$ cat src/rtl/lsu_pkg.sv
package lsu_pkg;

   localparam int INSTR_W = 18;
   localparam int RIDX_W  = 3;

   typedef enum logic [2:0] {
      XF_NONE = 3'b000,
      XF_LDW  = 3'b001,
      XF_LDL  = 3'b010,
      XF_LDU  = 3'b011,
      XF_STW  = 3'b100,
      XF_STL  = 3'b101,
      XF_STU  = 3'b110,
      XF_RSV  = 3'b111
   } xfer_e;

   typedef enum logic [1:0] {
      AM_FLAT = 2'b00,
      AM_LANE = 2'b01,
      AM_LOW  = 2'b10,
      AM_HIGH = 2'b11
   } amode_e;

   typedef enum logic [2:0] {
      RS_SUM,
      RS_AND,
      RS_OR,
      RS_XOR,
      RS_NOT,
      RS_SHR,
      RS_ZERO
   } rsel_e;

   typedef enum logic [2:0] {
      ST_IDLE,
      ST_DEC,
      ST_AGU,
      ST_REQ,
      ST_DAT,
      ST_WB
   } lsu_st_e;

   localparam logic [2:0] ALU_ADD   = 3'b000;
   localparam logic [2:0] ALU_SUB   = 3'b001;
   localparam logic [2:0] ALU_AND   = 3'b010;
   localparam logic [2:0] ALU_OR    = 3'b011;
   localparam logic [2:0] ALU_XOR   = 3'b100;
   localparam logic [2:0] ALU_UNARY = 3'b111;

   localparam logic [2:0] UN_NOT  = 3'b000;
   localparam logic [2:0] UN_SHR  = 3'b001;
   localparam logic [2:0] UN_PINC = 3'b010;
   localparam logic [2:0] UN_PDEC = 3'b011;
   localparam logic [2:0] UN_INC  = 3'b100;
   localparam logic [2:0] UN_DEC  = 3'b101;

   function automatic logic xf_usable(logic [2:0] code);
      return (code != XF_NONE) && (code != XF_RSV);
   endfunction

   function automatic logic xf_is_load(logic [2:0] code);
      return (code == XF_LDW) || (code == XF_LDL) || (code == XF_LDU);
   endfunction

   function automatic logic [1:0] xf_halves(logic [2:0] code);
      logic [1:0] h;
      case (code)
         XF_LDL, XF_STL: h = 2'b01;
         XF_LDU, XF_STU: h = 2'b10;
         XF_LDW, XF_STW: h = 2'b11;
         default:        h = 2'b00;
      endcase
      return h;
   endfunction

endpackage

$ cat src/rtl/lsu_decode.sv
module lsu_decode
   import lsu_pkg::*;
(
   input  logic [INSTR_W-2:0] fields,
   output amode_e             mode,
   output logic [2:0]         xcode,
   output logic [RIDX_W-1:0]  xidx,
   output logic [2:0]         aluop,
   output logic [RIDX_W-1:0]  aidx,
   output logic [RIDX_W-1:0]  bidx,
   output logic               is_load,
   output logic [1:0]         halves
);

   always_comb begin
      mode    = amode_e'(fields[16:15]);
      xcode   = fields[14:12];
      xidx    = fields[11:9];
      aluop   = fields[8:6];
      aidx    = fields[5:3];
      bidx    = fields[2:0];
      is_load = xf_is_load(xcode);
      halves  = xf_halves(xcode);
   end

endmodule

$ cat src/rtl/lsu_agu.sv
module lsu_agu
   import lsu_pkg::*;
#(
   parameter int WORD_W      = 18,
   parameter int ADDER_STYLE = 0
) (
   input  logic [WORD_W-1:0] opa,
   input  logic [WORD_W-1:0] opb,
   input  logic [2:0]        aluop,
   input  logic [2:0]        usel,
   input  amode_e            mode,
   output logic [WORD_W-1:0] addr
);

   localparam int H = WORD_W / 2;
   localparam logic [WORD_W-1:0] ONE_W  = WORD_W'(1);
   localparam logic [WORD_W-1:0] PAIR_W = ONE_W | (ONE_W << H);

   if ((WORD_W % 2) != 0 || WORD_W < 4) begin : g_bad_width
      $error("lsu_agu: WORD_W must be even and at least 4");
   end
   if (ADDER_STYLE != 0 && ADDER_STYLE != 1) begin : g_bad_style
      $error("lsu_agu: ADDER_STYLE must be 0 or 1");
   end

   rsel_e             rsel;
   logic              sub;
   logic [WORD_W-1:0] bop;
   logic [WORD_W-1:0] beff;
   logic [WORD_W-1:0] flat_sum;
   logic [WORD_W-1:0] lane_sum;
   logic [WORD_W-1:0] flat_shr;
   logic [WORD_W-1:0] lane_shr;
   logic [WORD_W-1:0] res;
   logic              lanes;

   always_comb begin
      rsel = RS_ZERO;
      sub  = 1'b0;
      bop  = opb;
      case (aluop)
         ALU_ADD: rsel = RS_SUM;
         ALU_SUB: begin rsel = RS_SUM; sub = 1'b1; end
         ALU_AND: rsel = RS_AND;
         ALU_OR:  rsel = RS_OR;
         ALU_XOR: rsel = RS_XOR;
         ALU_UNARY: begin
            case (usel)
               UN_NOT:  rsel = RS_NOT;
               UN_SHR:  rsel = RS_SHR;
               UN_PINC: begin rsel = RS_SUM; bop = PAIR_W; end
               UN_PDEC: begin rsel = RS_SUM; bop = PAIR_W; sub = 1'b1; end
               UN_INC:  begin rsel = RS_SUM; bop = ONE_W; end
               UN_DEC:  begin rsel = RS_SUM; bop = ONE_W; sub = 1'b1; end
               default: rsel = RS_ZERO;
            endcase
         end
         default: rsel = RS_ZERO;
      endcase
   end

   assign beff     = sub ? ~bop : bop;
   assign flat_sum = opa + beff + {{(WORD_W-1){1'b0}}, sub};
   assign flat_shr = {1'b0, opa[WORD_W-1:1]};
   assign lane_shr = {1'b0, opa[WORD_W-1:H+1], 1'b0, opa[H-1:1]};

   if (ADDER_STYLE == 0) begin : g_killbit
      logic [WORD_W:0] wide;
      assign wide = {opa[WORD_W-1:H], sub, opa[H-1:0]}
                  + {beff[WORD_W-1:H], sub, beff[H-1:0]}
                  + {{WORD_W{1'b0}}, sub};
      assign lane_sum = {wide[WORD_W:H+1], wide[H-1:0]};
   end else begin : g_split
      logic [H-1:0] lo;
      logic [H-1:0] hi;
      assign lo = opa[H-1:0] + beff[H-1:0] + {{(H-1){1'b0}}, sub};
      assign hi = opa[WORD_W-1:H] + beff[WORD_W-1:H] + {{(H-1){1'b0}}, sub};
      assign lane_sum = {hi, lo};
   end

   assign lanes = (mode != AM_FLAT);

   always_comb begin
      case (rsel)
         RS_SUM:  res = lanes ? lane_sum : flat_sum;
         RS_AND:  res = opa & opb;
         RS_OR:   res = opa | opb;
         RS_XOR:  res = opa ^ opb;
         RS_NOT:  res = ~opa;
         RS_SHR:  res = lanes ? lane_shr : flat_shr;
         default: res = '0;
      endcase
      case (mode)
         AM_LOW:  addr = {{H{1'b0}}, res[H-1:0]};
         AM_HIGH: addr = {res[WORD_W-1:H], {H{1'b0}}};
         default: addr = res;
      endcase
   end

endmodule

$ cat src/rtl/lsu_merge.sv
module lsu_merge #(
   parameter int WORD_W = 18
) (
   input  logic [WORD_W-1:0] keep_val,
   input  logic [WORD_W-1:0] new_val,
   input  logic [1:0]        take,
   output logic [WORD_W-1:0] merged
);

   localparam int H = WORD_W / 2;

   for (genvar g = 0; g < 2; g++) begin : g_half
      assign merged[g*H +: H] = take[g] ? new_val[g*H +: H] : keep_val[g*H +: H];
   end

endmodule

$ cat src/rtl/lsu_top.sv
module lsu_top
   import lsu_pkg::*;
#(
   parameter int WORD_W      = 18,
   parameter int ADDER_STYLE = 0
) (
   input  logic              clk,
   input  logic              rst_n,
   input  logic              start,
   input  logic [17:0]       instr,
   output logic              done,
   output logic [2:0]        rf_ra_a,
   output logic [2:0]        rf_ra_b,
   output logic [2:0]        rf_ra_x,
   input  logic [WORD_W-1:0] rf_rd_a,
   input  logic [WORD_W-1:0] rf_rd_b,
   input  logic [WORD_W-1:0] rf_rd_x,
   output logic              rf_we,
   output logic [2:0]        rf_wa,
   output logic [WORD_W-1:0] rf_wd,
   output logic              mem_en,
   output logic [1:0]        mem_we,
   output logic [WORD_W-1:0] mem_addr,
   output logic [WORD_W-1:0] mem_wdata,
   input  logic [WORD_W-1:0] mem_rdata
);

   localparam int H = WORD_W / 2;

   if ((WORD_W % 2) != 0 || WORD_W < 4) begin : g_bad_width
      $error("lsu_top: WORD_W must be even and at least 4");
   end

   lsu_st_e             st;
   logic [INSTR_W-2:0]  iq;
   logic [WORD_W-1:0]   a_q, b_q, x_q, addr_q, rdat_q;
   logic                accept;

   amode_e              mode;
   logic [2:0]          xcode, aluop;
   logic [RIDX_W-1:0]   xidx, aidx, bidx;
   logic                is_load;
   logic [1:0]          halves;
   logic [WORD_W-1:0]   agu_addr;
   logic [WORD_W-1:0]   wb_val;

   assign accept = (st == ST_IDLE) && start && instr[17] && xf_usable(instr[14:12]);

   lsu_decode u_dec (
      .fields  (iq),
      .mode    (mode),
      .xcode   (xcode),
      .xidx    (xidx),
      .aluop   (aluop),
      .aidx    (aidx),
      .bidx    (bidx),
      .is_load (is_load),
      .halves  (halves)
   );

   lsu_agu #(.WORD_W(WORD_W), .ADDER_STYLE(ADDER_STYLE)) u_agu (
      .opa   (a_q),
      .opb   (b_q),
      .aluop (aluop),
      .usel  (bidx),
      .mode  (mode),
      .addr  (agu_addr)
   );

   lsu_merge #(.WORD_W(WORD_W)) u_mrg (
      .keep_val (x_q),
      .new_val  (rdat_q),
      .take     (halves),
      .merged   (wb_val)
   );

   always_ff @(posedge clk) begin
      if (!rst_n) begin
         st     <= ST_IDLE;
         iq     <= '0;
         a_q    <= '0;
         b_q    <= '0;
         x_q    <= '0;
         addr_q <= '0;
         rdat_q <= '0;
      end else begin
         case (st)
            ST_IDLE: if (accept) begin
               iq <= instr[16:0];
               st <= ST_DEC;
            end
            ST_DEC: begin
               a_q <= rf_rd_a;
               b_q <= rf_rd_b;
               x_q <= rf_rd_x;
               st  <= ST_AGU;
            end
            ST_AGU: begin
               addr_q <= agu_addr;
               st     <= ST_REQ;
            end
            ST_REQ: st <= ST_DAT;
            ST_DAT: begin
               rdat_q <= mem_rdata;
               st     <= ST_WB;
            end
            default: st <= ST_IDLE;
         endcase
      end
   end

   assign rf_ra_a   = aidx;
   assign rf_ra_b   = bidx;
   assign rf_ra_x   = xidx;
   assign mem_en    = (st == ST_REQ);
   assign mem_we    = (st == ST_REQ && !is_load) ? halves : 2'b00;
   assign mem_addr  = addr_q;
   assign mem_wdata = x_q;
   assign done      = (st == ST_WB);
   assign rf_we     = (st == ST_WB) && is_load;
   assign rf_wa     = xidx;
   assign rf_wd     = wb_val;

   a_r2_done_single: assert property (@(posedge clk) disable iff (!rst_n)
      done |=> !done);
   a_r2_req_two_before_done: assert property (@(posedge clk) disable iff (!rst_n)
      done |-> $past(mem_en, 2));
   a_r2_req_single: assert property (@(posedge clk) disable iff (!rst_n)
      mem_en |=> !mem_en);
   a_r3_bad_start_quiet: assert property (@(posedge clk) disable iff (!rst_n)
      (st == ST_IDLE && start && !(instr[17] && xf_usable(instr[14:12]))) |=> !mem_en && !done);
   a_r10_write_needs_req: assert property (@(posedge clk) disable iff (!rst_n)
      (mem_we != 2'b00) |-> mem_en);
   a_r11_store_no_wb: assert property (@(posedge clk) disable iff (!rst_n)
      (done && $past(mem_we, 2) != 2'b00) |-> !rf_we);
   a_r7_low_mode_upper_zero: assert property (@(posedge clk) disable iff (!rst_n)
      (mem_en && mode == AM_LOW) |-> mem_addr[WORD_W-1:H] == '0);
   a_r7_high_mode_lower_zero: assert property (@(posedge clk) disable iff (!rst_n)
      (mem_en && mode == AM_HIGH) |-> mem_addr[H-1:0] == '0);

endmodule

$ cat config.mk
export PLATFORM = sky130hd
export DESIGN_NAME = lsu_top
export DESIGN_NICKNAME = d
export VERILOG_FILES = /design/src/rtl/lsu_pkg.sv /design/src/rtl/lsu_decode.sv /design/src/rtl/lsu_agu.sv /design/src/rtl/lsu_merge.sv /design/src/rtl/lsu_top.sv
export SDC_FILE = /design/constraint.sdc
export NUM_CORES = 1
export LEC_CHECK = 0
export ABC_AREA = 1
export BUFFER_PORTS_ARGS = -buffer_cell sky130_fd_sc_hd__buf_4
export CAP_MARGIN = 20
export CORE_MARGIN = 2
export CORE_UTILIZATION = 45
export CTS_CLUSTER_DIAMETER = 100
export DETAILED_ROUTE_END_ITERATION = 10
export MAX_ROUTING_LAYER = met4
export PLACE_DENSITY = 0.75
export SLEW_MARGIN = 0
export SYNTH_ARGS = -nofsm -noshare
export SYNTH_HDL_FRONTEND = slang
export SYNTH_SLANG_ARGS = --single-unit
$ cat constraint.sdc
create_clock -name clk -period 3.3 [get_ports clk]
set_input_delay 0.495 -clock clk [delete_from_list [all_inputs] [get_ports clk]]
set_output_delay 0.495 -clock clk [all_outputs]
set_load 0.01 [all_outputs]
==> results of run 1 <==
## final timing paths
path              slack, ps  cells after the start           end          from
setup reg to reg        240                     22  mem_addr[17]         iq[8]
hold reg to reg         450                      2         iq[5]         iq[5]
setup / recovery        240                     22  mem_addr[17]         iq[8]
hold / removal          380                      3     rdat_q[7]  mem_rdata[7]
## synth_stat cells, types with 3 or more instances
cell | instances | area share
buf_2 | 3 | 0.0022
o22ai_1 | 11 | 0.010
nand2_4 | 3 | 0.0050
a21oi_2 | 5 | 0.0065
nand3_1 | 32 | 0.024
a211oi_1 | 6 | 0.0066
nor3_1 | 7 | 0.0052
o2111ai_1 | 4 | 0.0052
clkbuf_1 | 36 | 0.020
nand2_1 | 194 | 0.11
inv_1 | 111 | 0.061
dfxtp_1 | 110 | 0.32
inv_2 | 3 | 0.0017
nor2_1 | 85 | 0.047
a21oi_1 | 131 | 0.097
nand3_2 | 3 | 0.0044
o21ai_1 | 4 | 0.0030
o21ai_0 | 133 | 0.098
o21bai_1 | 3 | 0.0033
buf_4 | 13 | 0.014
nand2_2 | 11 | 0.010
ha_1 | 52 | 0.096
## timing repair
action                     CTS  global route
setup endpoints to repair    0             9
buffers inserted             0             6
gates resized for setup      0            26
## registers in the layout, summed over array words and instances (netlist names)
register	cells
iq	17
mem_wdata	18
a_q	18
b_q	18
rdat_q	18
mem_addr	18
st	3
## critical path, cell delays in order, from the launching register on
cell        delay (ps)
dfxtp_1            310
buf_4              140
nand3_2             90
nor2_1              80
a21oi_4            180
clkinvlp_4         210
buf_6              180
nand2_1             40
o21ai_0             80
ha_1               340
buf_4              140
nand2_1             90
nor2_1             170
inv_1               70
o21ai_0            230
a21oi_1            110
nand3_1             80
nand2_1             50
nand2_1             50
nand3_1             60
nand2_1             80
nand2_1             60
a21oi_2            130
## power by group through the flow
stage	combinational [mW]	clock [mW]	sequential [mW]
6_report	2.77	1.07	1.87
4_1_cts	2.70	1.09	1.88
3_3_place_gp	2.66	0	1.89
2_1_floorplan	1.76	0	1.89
5_1_grt	3.16	1.14	1.91
3_5_place_dp	2.69	0	1.90
## cell usage in the layout (no fill, tap or decap), types with 11 or more instances in the layout
cell	netlist	final
a21oi_1	131	128
buf_4	13	184
dfxtp_1	110	107
ha_1	52	52
inv_1	111	110
nand2_1	194	190
nand2_2	11	14
nand3_1	32	28
nor2_1	85	84
o21ai_0	133	130
o22ai_1	11	11
## layer usage
metal  track usage  vias to the layer above  routed length, µm
met1         0.299                     3097               8580
met2         0.419                      163               9120
li1              -                     3576                  -
met4        0.0814                        0                371
met5             -                        -                  0
met3        0.0434                       31                989
## cell type report
type                       count  area share
multi-input combinational    717       0.463
timing repair buffer         186       0.165
clock inverter                 5     0.00485
tap                          184      0.0270
sequential                   110       0.259
inverter                     117      0.0522
clock buffer                  11      0.0285
## stage by stage
stage	area, µm²	setup slack (ps)
after floorplan	6780	439
after global placement	8110	237
after detailed placement	8110	166
after CTS	8400	127
after global routing	8510	-37.7
final	8510	238
## cell families (layout without fill, tap and decap cells)
logic type	count (synthesis)	in the layout	share of synthesized area
simple gates	346	346	0.215
buf+inv	172	319	0.104
xor+xnor	4	4	0.00627
fa+ha+maj	53	53	0.0989
compound gates	314	314	0.251
flops	110	110	0.325
==> reports/results.ini, run 1 <==
[flow_run]
drv_cap = 0

[finish]
layout-drive-gt1-share = 0.221
seq_area_um2 = 2210
multiInputGateArea_um2 = 3950
final_util = 0.581
antenna-diode-count = 0
fillers = 1407
layout.nets = 1287
area_growth_pct = 25.6
stdcell_count = 1330

[global_route]
antenna_found_initial = 0
grt_start_max_net_pins = 84
grt_use_total = 0.247
grt_pass1_vias = 6745
gr-total-overflow = 0
grt_pass1_wl_um = 31600

[clocking]
clk_pin_slew_worst_paths_ps = 80
cts-hold-fix-buffers = 0
numCtsBuffers = 9
cts_tree = built
clk_latency_ps = 360
clockBufferDepth = 2
cts_root_buf = clkbuf_16
cts_sinks = 110
htree_levels = 3

[place]
dp.cells = 1308
portBuffers = 163
dp_hpwl_um = 14100
gp_congestion = 0.912

[critical_path]
worst_setup_path_end_kind = register
critPathLaunchType = register
cp.arrival_ps = 3360
critical_path_class = reg -> reg
required_ps = 3600
crit_fanout = 6

[sta]
drv_slew = 0
skew_ps = 13.3
hold_viol = 0
tns_ps = 0
worst-slew-pin-transition_ps = 875
period_needed_ps = 3060
hold_slack_ps = 381
rsz0062_at_grt = true
finalSetupViolations = 0
slew_headroom = 0.416
fmax_ghz = 0.327
finalCritPeriodShare = 0.928

[drt]
wl_per_cell_um = 14.3
detail_route.first_pass.iterations = 7
ant_nets = 0
wirelength_um = 19100
via_per_inst = 5.16
via_count = 6867
drc = 0
initialDrtViolationCount = 395

[die]
io_pins = 164
die_w_um = 127
initial_core_util = 0.463
row_count = 44
die_h_um = 127
dieArea_um2 = 16100
core-area_um2 = 14600

[logic_synthesis]
synthArstFlopShare = 0
synthDistinctLibCells = 51
yosys_warnings = 0
synth_area_um2 = 6780
avgSynthCellArea_um2 = 6.79
synth_ff_type = dfxtp_1
synth_edf_count = 0
syn_inst = 999
synth_nets = 1145
synth-seq-cells = 110
yosysSeqAreaShare = 0.325

[power]
leakagePower_nw = 3.91
p_int_mw = 3.30
seqPwrFrac = 0.328
combPwrFrac = 0.485
switching_power_mw = 2.42
powerDensity_nw_per_um2 = 671
power_mw = 5.72
switching_share = 0.423
power_frac_clock = 0.187
vdd.ir_drop.worst_uv = 403

[outcome]
outcome = complete, no violations

[min_path]
worstHoldPathType = in -> reg

No activity file was read; power rests on OpenSTA's default activity.
==> run 2: changes to the inputs <==
--- a/config.mk
+++ b/config.mk
@@ -10,7 +10,7 @@
 export CAP_MARGIN = 20
 export CORE_MARGIN = 2
 export CORE_UTILIZATION = 45
-export CTS_CLUSTER_DIAMETER = 100
+export CTS_CLUSTER_DIAMETER = 200
 export DETAILED_ROUTE_END_ITERATION = 10
 export MAX_ROUTING_LAYER = met4
 export PLACE_DENSITY = 0.75
==> constraint.sdc (replaced) <==
create_clock -name clk -period 3.3 [get_ports clk]
set_input_delay 0.33 -clock clk [delete_from_list [all_inputs] [get_ports clk]]
set_output_delay 0.33 -clock clk [all_outputs]
set_load 0.01 [all_outputs]
==> reports/results.ini, run 2 (synthesis results as in run 1) <==
[outcome]
outcome = complete, no violations

[sta]
setup_slack_ps = 312
skew_ps = 10.1
fmax_ghz = 0.335
slew_headroom = 0.394
period_needed_ps = 2990
hold_viol = 0
tns_ps = 0
finalCritPeriodShare = 0.906
finalSetupViolations = 0
worst-slew-pin-transition_ps = 908
drv_slew = 0
rsz0062_at_grt = false

[power]
switching_share = 0.415
power_frac_clock = 0.211
vdd.ir_drop.worst_uv = 461
leakagePower_nw = 3.94
p_int_mw = 3.44
seqPwrFrac = 0.319
switching_power_mw = 2.44
powerDensity_nw_per_um2 = 689
combPwrFrac = 0.470

[min_path]
worstHoldPathType = in -> reg

[critical_path]
path_buf_inv = 4
critPathLaunchType = register
crit_top_cell = nand2_1
worst_setup_path_end_kind = register
critical_path_class = reg -> reg
max_stage_delay_ps = 390
required_ps = 3580
crit_fanout = 6
crit_path_cell_trace = inv_1 > nand3_2 > inv_2 > a21oi_4 > inv_2 > buf_4 > nand2_1 > o21ai_0 > ha_1 > nand2_1 > nand2_1 > a21oi_1 > nand2_1 > nand2_1 > nand3_1 > nand3_1 > nand2_2 > nand2_2 > nand2_1 > nand2_1 > nand3_1 > nand2_1 > nand2_1 > a21oi_1
slowest_stage = dfxtp_1
cpLargestDelayFamily = simple AND/OR/NAND/NOR gates
cp.arrival_ps = 3270

[clocking]
numCtsBuffers = 9
clk_pin_slew_worst_paths_ps = 80
cts_tree = built
cts_root_buf = clkbuf_16
clk_latency_ps = 360
cts_sinks = 110
clockBufferDepth = 2
htree_levels = 3

[place]
dp_hpwl_um = 14400
gp_congestion = 0.932
portBuffers = 163
place_ws_ps = 147

[global_route]
gr-max-usage-layer = met2
antenna_found_initial = 0
grtUsageMet3 = 0.0527
grt_use_total = 0.248
grt_use_met2 = 0.415
grt_start_max_net_pins = 90
grt_pass1_wl_um = 31600
use_met1 = 0.301
gr-total-overflow = 0
grt_pass1_vias = 6670

[die]
io_pins = 164
initial_core_util = 0.463
dieArea_um2 = 16100
core-area_um2 = 14600
die_w_um = 127
row_count = 44
die_h_um = 127

[finish]
layout_common_cells = nand2_1, buf_4, o21ai_0, a21oi_1, inv_1
fillers = 1439
antenna-diode-count = 0
layout.nets = 1286
final_util = 0.583
layout-drive-gt1-share = 0.213
area_growth_pct = 25.8
final_common_cell = nand2_1

[drt]
via_per_inst = 5.21
initialDrtViolationCount = 377
wirelength_um = 19200
ant_nets = 0
wl_per_cell_um = 14.4
detail_route.first_pass.iterations = 5
via_count = 6926
drc = 0

[flow_run]
drv_cap = 0

run 2: cell types whose count changed in the layout (fill, tap and decap cells not counted), moves of 3 or more:
cell / delta
a21oi_1: +3
a21oi_2: -3
nand2_1: +4
nand2_2: -4
run 2: path summary, 6_finish.rpt:
| check | startpoint | end | depth (start not counted) | slack, ps |
|---|---|---|---|---|
| setup / recovery | iq[7] | mem_addr[16] | 24 | 310 |
| hold / removal | mem_rdata[15] | rdat_q[15] | 3 | 210 |
| setup reg to reg | iq[7] | mem_addr[16] | 24 | 310 |
| hold reg to reg | iq[5] | iq[5] | 2 | 450 |
run 2: stage by stage:
stage	cells	power, mW	instance area (µm²)	hold WS, ps
final	1329	5.88	8530	212
after floorplan	999	3.65	6780	424
after CTS	1327	5.88	8490	202
after detailed placement	1311	4.63	8150	437
after global routing	1329	6.39	8530	224
after global placement	1311	4.58	8150	434
run 2: area by class of cell:
class	count	area [µm²]	area share
clock inverters	7	114	0.0133
multi-input cells	717	3910	0.459
flip-flops and latches	110	2210	0.259
repair buffers	185	1400	0.164
clock buffers	9	225	0.0264
well taps	184	230	0.0270
inverters	117	440	0.0516
run 2: worst reg2reg max path: stages, from the launching register on:
cell	delay (ps)
dfxtp_1	390
inv_1	120
nand3_2	120
inv_2	60
a21oi_4	160
inv_2	90
buf_4	160
nand2_1	50
o21ai_0	80
ha_1	350
nand2_1	140
nand2_1	70
a21oi_1	130
nand2_1	100
nand2_1	60
nand3_1	110
nand3_1	130
nand2_2	70
nand2_2	70
nand2_1	50
nand2_1	60
nand3_1	60
nand2_1	80
nand2_1	50
a21oi_1	140
run 2: routing by layer:
| metal | vias to the layer above | part of all wire |
|---|---|---|
| met5 | - | 0 |
| met4 | 0 | 0.020 |
| met3 | 28 | 0.055 |
| met2 | 181 | 0.48 |
| met1 | 3143 | 0.45 |
| li1 | 3574 | - |
run 2: power by group through the flow:
stage                     Sequential [mW]  Combinational (mW)  Clock (mW)
after detailed placement             1.90                2.73           0
after global placement               1.90                2.69           0
final                                1.88                2.76        1.24
after CTS                            1.88                2.74        1.26
after floorplan                      1.89                1.76           0
after global routing                 1.92                3.15        1.32
run 2: timing repair:
action	in CTS	in global routing
resized for setup	0	12
hold buffers	0	0
setup buffers	0	2
setup endpoints to repair	0	11
endpoints found under the hold margin	0	0
